--- config.mk ---
export PLATFORM = sky130hd
export DESIGN_NAME = bar_window
export DESIGN_NICKNAME = d
export VERILOG_FILES = /design/src/rtl/bar_pkg.sv /design/src/rtl/bar_store.sv /design/src/rtl/bar_decode.sv /design/src/rtl/bar_window.sv
export SDC_FILE = /design/constraint.sdc
export NUM_CORES = 1
export LEC_CHECK = 0
export BUFFER_PORTS_ARGS = -buffer_cell sky130_fd_sc_hd__buf_2
export CORE_ASPECT_RATIO = 0.5
export CORE_MARGIN = 2
export CORE_UTILIZATION = 30
export CTS_CLUSTER_DIAMETER = 120
export CTS_CLUSTER_SIZE = 24
export DETAILED_ROUTE_END_ITERATION = 6
export GPL_ROUTABILITY_DRIVEN = 0
export HOLD_SLACK_MARGIN = 0.15
export PLACE_DENSITY = 0.58
export SLEW_MARGIN = 30
export SYNTH_ARGS = -nofsm -noshare
export SYNTH_HDL_FRONTEND = slang
export SYNTH_SLANG_ARGS = --single-unit
--- constraint.sdc ---
create_clock -name clk -period 3.5 [get_ports clk]
set_input_delay 0.7 -clock clk [delete_from_list [all_inputs] [get_ports clk]]
set_output_delay 0.7 -clock clk [all_outputs]
set_load 0.05 [all_outputs]
--- src/rtl/bar_pkg.sv ---
package bar_pkg;
    localparam int SLOT_W = 32;
    localparam int ADDR_W = 64;

    // Read-only attribute nibble of slot 0: [0] memory, [2:1] width, [3] prefetch
    function automatic logic [3:0] attr_bits(input logic wide, input logic pf);
        attr_bits = {pf, (wide ? 2'b10 : 2'b00), 1'b0};
    endfunction
endpackage

--- src/rtl/bar_store.sv ---
module bar_store
    import bar_pkg::*;
#(
    parameter bit IS_64     = 1'b1,
    parameter int SIZE_LOG2 = 8
) (
    input  logic              clk,
    input  logic              rst_n,
    input  logic              wr_en,
    input  logic              wr_slot,
    input  logic [SLOT_W-1:0] wdata,
    output logic [ADDR_W-1:0] base
);
    localparam logic [ADDR_W-1:0] SPAN     = (64'd1 << SIZE_LOG2) - 64'd1;
    localparam logic [ADDR_W-1:0] WIDTH_MK = IS_64 ? {ADDR_W{1'b1}} : 64'h0000_0000_FFFF_FFFF;
    localparam logic [ADDR_W-1:0] KEEP     = ~SPAN & WIDTH_MK;

    logic [ADDR_W-1:0] base_q;
    logic [ADDR_W-1:0] base_d;

    always_comb begin
        base_d = base_q;
        if (wr_en) begin
            if (wr_slot) begin
                base_d[63:32] = wdata & KEEP[63:32];
            end else begin
                base_d[31:0] = wdata & KEEP[31:0];
            end
        end
    end

    always_ff @(posedge clk) begin
        if (!rst_n) begin
            base_q <= '0;
        end else begin
            base_q <= base_d;
        end
    end

    assign base = base_q;

    p_hi_write_keeps_lo_r4: assert property (@(posedge clk) disable iff (!rst_n)
        (wr_en && wr_slot) |=> $stable(base_q[31:0]));
    p_lo_write_keeps_hi_r4: assert property (@(posedge clk) disable iff (!rst_n)
        (wr_en && !wr_slot) |=> $stable(base_q[63:32]));
endmodule

--- src/rtl/bar_decode.sv ---
module bar_decode
    import bar_pkg::*;
#(
    parameter int SIZE_LOG2 = 8
) (
    input  logic                 clk,
    input  logic                 rst_n,
    input  logic [ADDR_W-1:0]    base,
    input  logic                 mem_en,
    input  logic                 req_valid,
    input  logic [ADDR_W-1:0]    req_addr,
    output logic                 hit,
    output logic [SIZE_LOG2-1:0] offset
);
    localparam logic [ADDR_W-1:0] MATCH = ~((64'd1 << SIZE_LOG2) - 64'd1);

    logic                 hit_d;
    logic                 hit_q;
    logic [SIZE_LOG2-1:0] off_q;

    always_comb begin
        hit_d = req_valid && mem_en && ((req_addr & MATCH) == base);
    end

    always_ff @(posedge clk) begin
        if (!rst_n) begin
            hit_q <= 1'b0;
            off_q <= '0;
        end else begin
            hit_q <= hit_d;
            off_q <= req_addr[SIZE_LOG2-1:0];
        end
    end

    assign hit    = hit_q;
    assign offset = off_q;

    p_hit_needs_en_r8: assert property (@(posedge clk) disable iff (!rst_n)
        hit_q |-> $past(mem_en));
    p_hit_needs_valid_r10: assert property (@(posedge clk) disable iff (!rst_n)
        hit_q |-> $past(req_valid));
    p_offset_tracks_r7: assert property (@(posedge clk) disable iff (!rst_n)
        hit_q |-> (off_q == $past(req_addr[SIZE_LOG2-1:0])));
endmodule

--- src/rtl/bar_window.sv ---
module bar_window
    import bar_pkg::*;
#(
    parameter bit IS_64     = 1'b1,
    parameter bit PREFETCH  = 1'b1,
    parameter int SIZE_LOG2 = 8
) (
    input  logic                 clk,
    input  logic                 rst_n,
    input  logic                 cfg_wr_en,
    input  logic                 cfg_wr_slot,
    input  logic [31:0]          cfg_wdata,
    input  logic                 cfg_rd_slot,
    output logic [31:0]          cfg_rdata,
    input  logic                 mem_en,
    input  logic                 req_valid,
    input  logic [63:0]          req_addr,
    output logic                 hit,
    output logic [SIZE_LOG2-1:0] hit_offset
);
    localparam logic [3:0]  ATTR    = attr_bits(IS_64, PREFETCH);
    localparam logic [63:0] SPAN    = (64'd1 << SIZE_LOG2) - 64'd1;
    localparam logic [31:0] LO_SPAN = SPAN[31:0];

    logic [ADDR_W-1:0] base;

    bar_store #(.IS_64(IS_64), .SIZE_LOG2(SIZE_LOG2)) u_store (
        .clk     (clk),
        .rst_n   (rst_n),
        .wr_en   (cfg_wr_en),
        .wr_slot (cfg_wr_slot),
        .wdata   (cfg_wdata),
        .base    (base)
    );

    bar_decode #(.SIZE_LOG2(SIZE_LOG2)) u_decode (
        .clk       (clk),
        .rst_n     (rst_n),
        .base      (base),
        .mem_en    (mem_en),
        .req_valid (req_valid),
        .req_addr  (req_addr),
        .hit       (hit),
        .offset    (hit_offset)
    );

    always_comb begin
        if (cfg_rd_slot) begin
            cfg_rdata = base[63:32];
        end else begin
            cfg_rdata = base[31:0] | {28'd0, ATTR};
        end
    end

    p_lo_slot_masked_r3: assert property (@(posedge clk) disable iff (!rst_n)
        !cfg_rd_slot |-> ((cfg_rdata & LO_SPAN) == {28'd0, ATTR}));

    generate
        if (!IS_64) begin : g_narrow
            p_hi_slot_zero_r5: assert property (@(posedge clk) disable iff (!rst_n)
                cfg_rd_slot |-> (cfg_rdata == 32'd0));
        end
    endgenerate
endmodule

==> reports/results.ini, run 1 <==
[run_status]
status=completed

[grt]
antenna_found_initial=0
grt_pass1_wl_um=15100
grt_overflow=0
grtUsageTotal=0.171
grt_pass1_vias=2823
grt_max_degree=65

[cells_and_area]
stdcell_count=657
final_area_um2=4370
drive_above_1_share=0.364
syn_to_final_growth_pct=34.3
finalNetCount=615
fill_cells=1055
ff_latch_area_um2=1300
diodes=0
multi_input_area_um2=1860
final_core_util=0.421

[yosys]
async_flop_share=0
yosysSeqAreaShare=0.400
synth_most_common_cell=nand2_1
synth_area_um2=3250
ys.flop_type=dfxtp_1
synthesis.nets=479
ys_seq_elements=65
synth_area_leader_cell=dfxtp_1
synth_top_area_share=0.400
ys_types=20
synth_cells=376
ys.warnings.count=0
synth_area_leaders=dfxtp_1, nand2_1, xor2_1
synth_edf_count=0
synth_common_cells=nand2_1, dfxtp_1, a21boi_1
synth_area_per_cell_um2=8.65

[sta]
min_period_ns=2.63
worst_pin_slew_ns=0.776
finalHoldViolations=0
skew_ns=0.00307
fmax_mhz=380
drv_slew=0
tns_ns=0
grt_setup_unrepaired=no
slew_headroom=0.482
finalCritPeriodShare=0.752
finalSetupViolations=0

[clock_tree]
cts_buffers=9
cts.path.max_buffers=2
cts_resized=0
clkSlewWorstSetupHoldPaths_ns=0.05
clk_latency_ns=0.33
cts.sinks=65
cts_root_buf=clkbuf_16
cts_tree=built
htreeDepth=3
postCtsSetupRepairBufs=0
ctsHoldBuffers=0

[detailed_routing]
vias_per_cell=4.51
remaining_drc_errors=0
drt-initial-drc-count=122
ant_nets=0
finalWirelength_um=9900
wl_per_cell_um=15.1
vias=2964
dr.pass1.iters=4

[flow_run]
maxCapViolations=0

[floorplanning]
rows=26
start_util=0.313
core_area_um2=10400
die_w_um=151
die-area_um2=11700
dieHeight_um=77.6
pin_count=144

[critical_path]
cp_slowest_cell=buf_2
cp-start-kind=input pin
worstPathRequired_ns=2.80
path_class=input pin to output pin
cp_slowest_stage_delay_ns=0.59
path_buf_inv=2
critPathMaxFanout=32
arrival_ns=1.93
crit_path_frequent_cell=buf_2
crit_chain=buf_2 -> mux2_2 -> buf_2
critPathTopFamily=buffers and inverters
cp-end-kind=output pin

[power_and_ir_drop]
vdd_drop_max_uv=254
leakage_nw=2.04
power_density_nw_per_um2=454

[hold_path]
hold_path_class=flip-flop to flip-flop

[placed_design]
postPlaceCellArea_um2=4090
place.port_buffers=143
place_hpwl_um=7200
dpl.cell_count=641

[state kept, by name, indices dropped and copies added (netlist names)]
register / cells
u_decode.hit: 1
u_decode.offset: 8
u_store.base: 56
[area by class of cell]
type	count	area share
sequential	65	0.298
clock buffer	11	0.0578
clock inverter	5	0.00687
multi-input combinational	288	0.425
tap	140	0.0401
timing repair buffer	148	0.172
[report_power, final]
group | total [mW] | leakage, nW | internal (mW) | switching (mW)
clock network | 0.836 | 0.137 | 0.513 | 0.323
registers | 0.805 | 0.533 | 0.775 | 0.0295
logic | 0.342 | 1.37 | 0.135 | 0.207
[per-stage QoR]
step | power (mW) | worst slack [ns] | hold WS [ns]
floorplan | 1.03 | 1.33 | 0.455
global placement | 1.16 | 0.900 | 0.464
detailed placement | 1.17 | 0.859 | 0.472
CTS | 2.01 | 0.855 | 0.479
global route | 2.08 | 0.803 | 0.494
finish | 1.98 | 0.870 | 0.477
[final timing paths]
check / startpoint / end / slack, ns / depth (start not counted)
setup reg to reg: u_store.base[60] / u_decode.hit / 1.96 / 4
hold reg to reg: u_store.base[40] / u_store.base[40] / 0.48 / 2
hold / removal: u_store.base[40] / u_store.base[40] / 0.48 / 2
setup / recovery: cfg_rd_slot / cfg_rdata[23] / 0.87 / 3
[worst reg2reg max path, delay by kind of cell, from the launching register on]
| family | cells | cell delay (ns) |
|---|---|---|
| AND/OR/NAND/NOR | 3 | 0.96 |
| flip-flops | 1 | 0.34 |
| XOR/XNOR | 1 | 0.17 |
[layer usage]
metal  vias to the layer above  routed length, um  track usage
li1                       1510                  -            -
met1                      1363               4710        0.229
met2                        75               4520        0.272
met3                        16                434       0.0400
met4                         0                222       0.0551
met5                         -                  0            0
[cell usage in the layout, fill, tap and decap left out]
master,instances
buf_2,143
nand2_1,113
nand3_1,1
nand4_1,6
xnor2_1,13
clkbuf_16,9
nand2b_1,3
mux2_2,22
nor3_1,1
nor2b_2,1
nor4_2,1
or4_1,1
mux2_1,2
clkbuf_8,2
dfxtp_1,65
clkinv_2,3
buf_4,5
nor4_1,10
a21boi_0,6
a21boi_1,50
clkinvlp_4,2
and2_1,15
xor2_1,43
[kinds of logic (layout without fill, tap and decap cells)]
| group | after synthesis | in the layout | synth area share |
|---|---|---|---|
| flip-flops | 65 | 65 | 0.400 |
| AO/OA/AOI/OAI | 56 | 56 | 0.129 |
| XOR/XNOR | 56 | 56 | 0.151 |
| buffers and inverters | 23 | 164 | 0.0300 |
| multiplexers | 24 | 24 | 0.0831 |
| AND/OR/NAND/NOR | 152 | 152 | 0.207 |
(Power assumes the default switching activity.)
==> run 2: changes to the inputs <==
- ABC_AREA: unset -> 1
- PLACE_DENSITY: 0.58 -> 0.6
- clock period: 3.5 -> 2.39 ns (I/O delays scaled with it)
==> run 2 against run 1 <==
Net effect: final cell count increased by 21%; clock skew is 0.0016 ns higher; wire length up 0.40%; total power up 59%; synthesized cell count grew 35%; worst setup slack lost 0.37 ns; synthesized area up 3.3%.
==> reports/results.ini, run 2 <==
[clock_tree]
clk_latency_ns=0.33
cts_root_buf=clkbuf_16
cts.sinks=65
cts_tree=built
cts_buffers=9
postCtsSetupRepairBufs=0
clkSlewWorstSetupHoldPaths_ns=0.06
cts_resized=0
cts.path.max_buffers=2
ctsHoldBuffers=0
htreeDepth=3

[hold_path]
hold_path_class=input pin to flip-flop

[grt]
grt_pass1_vias=3215
grtUsageTotal=0.167
grt_max_degree=65
antenna_found_initial=0
grt_pass1_wl_um=15800
grt_overflow=0

[sta]
min_period_ns=1.89
finalCritPeriodShare=0.792
finalSetupViolations=0
worst_pin_slew_ns=0.612
skew_ns=0.00467
fin_ws_ns=0.497
slew_headroom=0.592
finalHoldViolations=0
grt_setup_unrepaired=no
tns_ns=0
holdWs_ns=0.326
fmax_mhz=528
drv_slew=0

[detailed_routing]
wl_per_cell_um=12.5
dr.pass1.iters=4
remaining_drc_errors=0
ant_nets=0
drt-initial-drc-count=114
vias_per_cell=4.31
vias=3415
finalWirelength_um=9940

[critical_path]
worstPathRequired_ns=1.91
cp_slowest_stage_delay_ns=0.28
path_buf_inv=3
critPathMaxFanout=24
critPathTopFamily=buffers and inverters
cp_slowest_cell=buf_2
cp-end-kind=output pin
arrival_ns=1.41
cp-start-kind=input pin
crit_path_frequent_cell=buf_2
path_class=input pin to output pin
crit_chain=buf_2 -> buf_12 -> nor2_1 -> a21oi_1 -> buf_2

[cells_and_area]
ff_latch_area_um2=1300
fill_cells=1178
diodes=0
largest_reg_flops=56
drive_above_1_share=0.261
syn_to_final_growth_pct=33.5
final_cell_mix=buf_2, nand2_1, nor2_1
multi_input_area_um2=1650
finalNetCount=745
final_core_util=0.410
final_common_cell=buf_2

[yosys]
async_flop_share=0
ys_types=19
synth_cells=506
synthesis.nets=609
synth_common_cells=nand2_1, nor2_1, inv_1
synth_top_area_share=0.387
synth_edf_count=0
synth_area_leaders=dfxtp_1, nand2_1, xnor2_1
ys.warnings.count=0
synth_area_um2=3360
synth_most_common_cell=nand2_1
synth_area_leader_cell=dfxtp_1
ys.flop_type=dfxtp_1
yosysSeqAreaShare=0.387
synth_area_per_cell_um2=6.64
ys_seq_elements=65

[run_status]
status=completed

[power_and_ir_drop]
power_density_nw_per_um2=704
leakage_nw=2.23
vdd_drop_max_uv=309
finalPower_mw=3.16

[floorplanning]
start_util=0.307
pin_count=144
rows=27
die_w_um=154
core_area_um2=10900
dieHeight_um=78.9
die-area_um2=12100

[placed_design]
place.port_buffers=143
post-place-ws_ns=0.486
place_hpwl_um=7550

[flow_run]
maxCapViolations=0

-- run 2: cell types whose count changed after synthesis, moves of 15 or more --
cell	delta
a21boi_1	-50
a21oi_1	+35
and2_1	-15
inv_1	+66
mux2_2	-22
nor2_1	+75
o21ai_0	+60
o21ai_1	+16
xnor2_1	+22
xor2_1	-39
-- run 2: final cells by class --
cell class                      count  share of cell area
Clock buffer                        9              0.0502
Clock inverter                      7              0.0159
Inverter                           70              0.0586
Multi-Input combinational cell    348               0.369
Sequential cell                    65               0.290
Tap cell                          145              0.0404
Timing Repair Buffer              148               0.176
-- run 2: metrics by stage --
stage,std cells,cell area [um^2]
after floorplan,506,3360
after global placement,776,4190
after detailed placement,776,4190
after CTS,792,4490
after global routing,792,4490
final,792,4490
-- run 2: power by group --
part	internal (mW)	switching, mW	leakage [nW]
registers	1.15	0.0489	0.537
clock network	0.804	0.499	0.137
logic	0.229	0.423	1.55
-- run 2: worst min-delay path, cell delays in order --
cell	delay, ns
buf_2	0.07
nand2_1	0.04
inv_1	0.04
-- run 2: final timing paths --
path / startpoint / endpoint / slack (ns) / cells past startpoint
worst max-delay path: cfg_rd_slot / cfg_rdata[22] / 0.50 / 5
worst min-delay path: req_addr[3] / u_decode.offset[3] / 0.33 / 3
worst max register to register: u_store.base[59] / u_decode.hit / 1.13 / 7
worst min register to register: u_store.base[36] / u_store.base[36] / 0.47 / 2
-- run 2: cells by family after synthesis --
logic type	Yosys count	synth area share
and+or+nand+nor	198	0.225
buffers and inverters	93	0.121
AOI/OAI and AO/OA	111	0.165
xor gates and xnor gates	39	0.102
DFF	65	0.387
-- run 2: metal layers --
layer  wire, um  share of wire  up-vias  GRT usage
met5          0              0        -          0
met4         97         0.0098        0     0.0450
met3        418          0.042        8     0.0502
met2       4530           0.46       64      0.274
met1       4890           0.49     1521      0.216
li1           -              -     1822          -
==> run 3: changes to the inputs <==
- PLACE_DENSITY: 0.6 -> 0.58
- clock period: 2.39 -> 1.75 ns (I/O delays scaled with it)
==> run 3 against run 2 <==
Net effect: clock skew grew 0.00072 ns; global-route usage down 0.35 points; sequential power grew 37%; flip-flop and latch count is the same; clock power grew 70%; die area unchanged.
==> reports/results.ini, run 3 (synthesized netlist as in run 2, its figures left out) <==
[sta]
drv_slew=0
skew_ns=0.00538
grt_setup_unrepaired=no
slew_headroom=0.499
finalCritPeriodShare=0.898
worst_pin_slew_ns=0.750
finalSetupViolations=0
fmax_mhz=636
fin_ws_ns=0.179
min_period_ns=1.57
finalHoldViolations=0

[critical_path]
cp-end-kind=output pin
cp_slowest_cell=dfxtp_1
worstPathRequired_ns=1.40
cp_slowest_stage_delay_ns=0.34
path_buf_inv=2
cp-start-kind=flip-flop
critPathTopFamily=buffers and inverters
crit_chain=inv_1 -> o21ai_0 -> buf_2
arrival_ns=1.22
path_class=flip-flop to output pin
critPathMaxFanout=2

[floorplanning]
die_w_um=154
die-area_um2=12100
pin_count=144
start_util=0.307
core_area_um2=10900
rows=27
dieHeight_um=78.9

[cells_and_area]
diodes=0
finalNetCount=745
stdcell_count=792
drive_above_1_share=0.267
largest_reg_flops=56
syn_to_final_growth_pct=36.0
final_common_cell=buf_2
final_cell_mix=buf_2, nand2_1, nor2_1

[clock_tree]
cts.path.max_buffers=2
clkSlewWorstSetupHoldPaths_ns=0.06
cts_root_buf=clkbuf_16
htreeDepth=3
ctsHoldBuffers=0
clk_latency_ns=0.33
cts_tree=built
cts_resized=0
cts_buffers=9
postCtsSetupRepairBufs=0
cts.sinks=65

[placed_design]
place_hpwl_um=7350
dpl.cell_count=776
post-place-ws_ns=0.193
place.port_buffers=143

[detailed_routing]
finalWirelength_um=9820
vias_per_cell=4.24
dr.pass1.iters=4
ant_nets=0
wl_per_cell_um=12.4
vias=3355
remaining_drc_errors=0
drt-initial-drc-count=134

[grt]
grt_pass1_wl_um=15200
antenna_found_initial=0
grt_max_degree=65
grt_pass1_vias=3068
grtUsageTotal=0.164
grt_overflow=0

[run_status]
status=completed

[power_and_ir_drop]
seqPwrFrac=0.346
vdd_drop_max_uv=497
p_comb_frac=0.188
p_int_mw=3.43
p_clk_frac=0.465
switching_share=0.277
leakage_nw=2.27
power_density_nw_per_um2=1040
p_switching_mw=1.32

[hold_path]
hold_path_class=input pin to flip-flop

[flow_run]
maxCapViolations=0

-- run 3: changes by cell type in the layout (fill, tap and decap cells not counted), sizes merged --
| cell | change |
|---|---|
| clkinvlp | -3 |
| bufinv | +3 |
-- run 3: power groups by stage --
stage | clock network, mW | registers (mW) | logic [mW]
2_1_floorplan | 0 | 1.70 | 0.584
3_3_place_gp | 0 | 1.68 | 0.894
3_5_place_dp | 0 | 1.68 | 0.901
4_1_cts | 2.26 | 1.65 | 0.905
5_1_grt | 2.32 | 1.66 | 0.993
6_report | 2.21 | 1.64 | 0.895
-- run 3: stage by stage --
| stage | hold slack (ns) | util | area [um^2] | setup TNS (ns) | power, mW |
|---|---|---|---|---|---|
| final | 0.196 | 0.418 | 4570 | 0 | 4.75 |
| after global routing | 0.194 | 0.418 | 4570 | 0 | 4.97 |
| after CTS | 0.182 | 0.418 | 4570 | 0 | 4.81 |
| after detailed placement | 0.474 | 0.384 | 4210 | 0 | 2.58 |
| after global placement | 0.465 | 0.384 | 4210 | 0 | 2.57 |
| after floorplan | 0.448 | - | 3380 | -3.28 | 2.28 |
-- run 3: layer usage --
layer,global-route usage,wire length (um),up-vias
met5,0,0,-
met2,0.269,4430,67
met4,0.0624,198,0
met3,0.0437,508,17
li1,-,-,1828
met1,0.208,4680,1443
-- run 3: area by class of cell --
type                       instances  area (um^2)
fill                            1228         6370
multi-input combinational        348         1670
sequential                        65         1300
timing repair buffer             148          791
inverter                          70          263
clock buffer                       9          225
tap                              145          181
clock inverter                     7          143
-- run 3: worst paths after layout --
path | slack (ns) | depth (start not counted) | from | endpoint
worst max-delay path | 0.18 | 3 | u_store.base[23] | cfg_rdata[23]
worst min register to register | 0.48 | 2 | u_store.base[21] | u_store.base[21]
worst min-delay path | 0.20 | 3 | req_addr[4] | u_decode.offset[4]
worst max register to register | 0.58 | 7 | u_store.base[14] | u_decode.hit
-- run 3: worst register-to-register path, delay by kind of cell (launching register included) --
family | cells | cell delay, ns
simple gates | 6 | 0.54
xor+xnor | 1 | 0.26
flops | 1 | 0.32
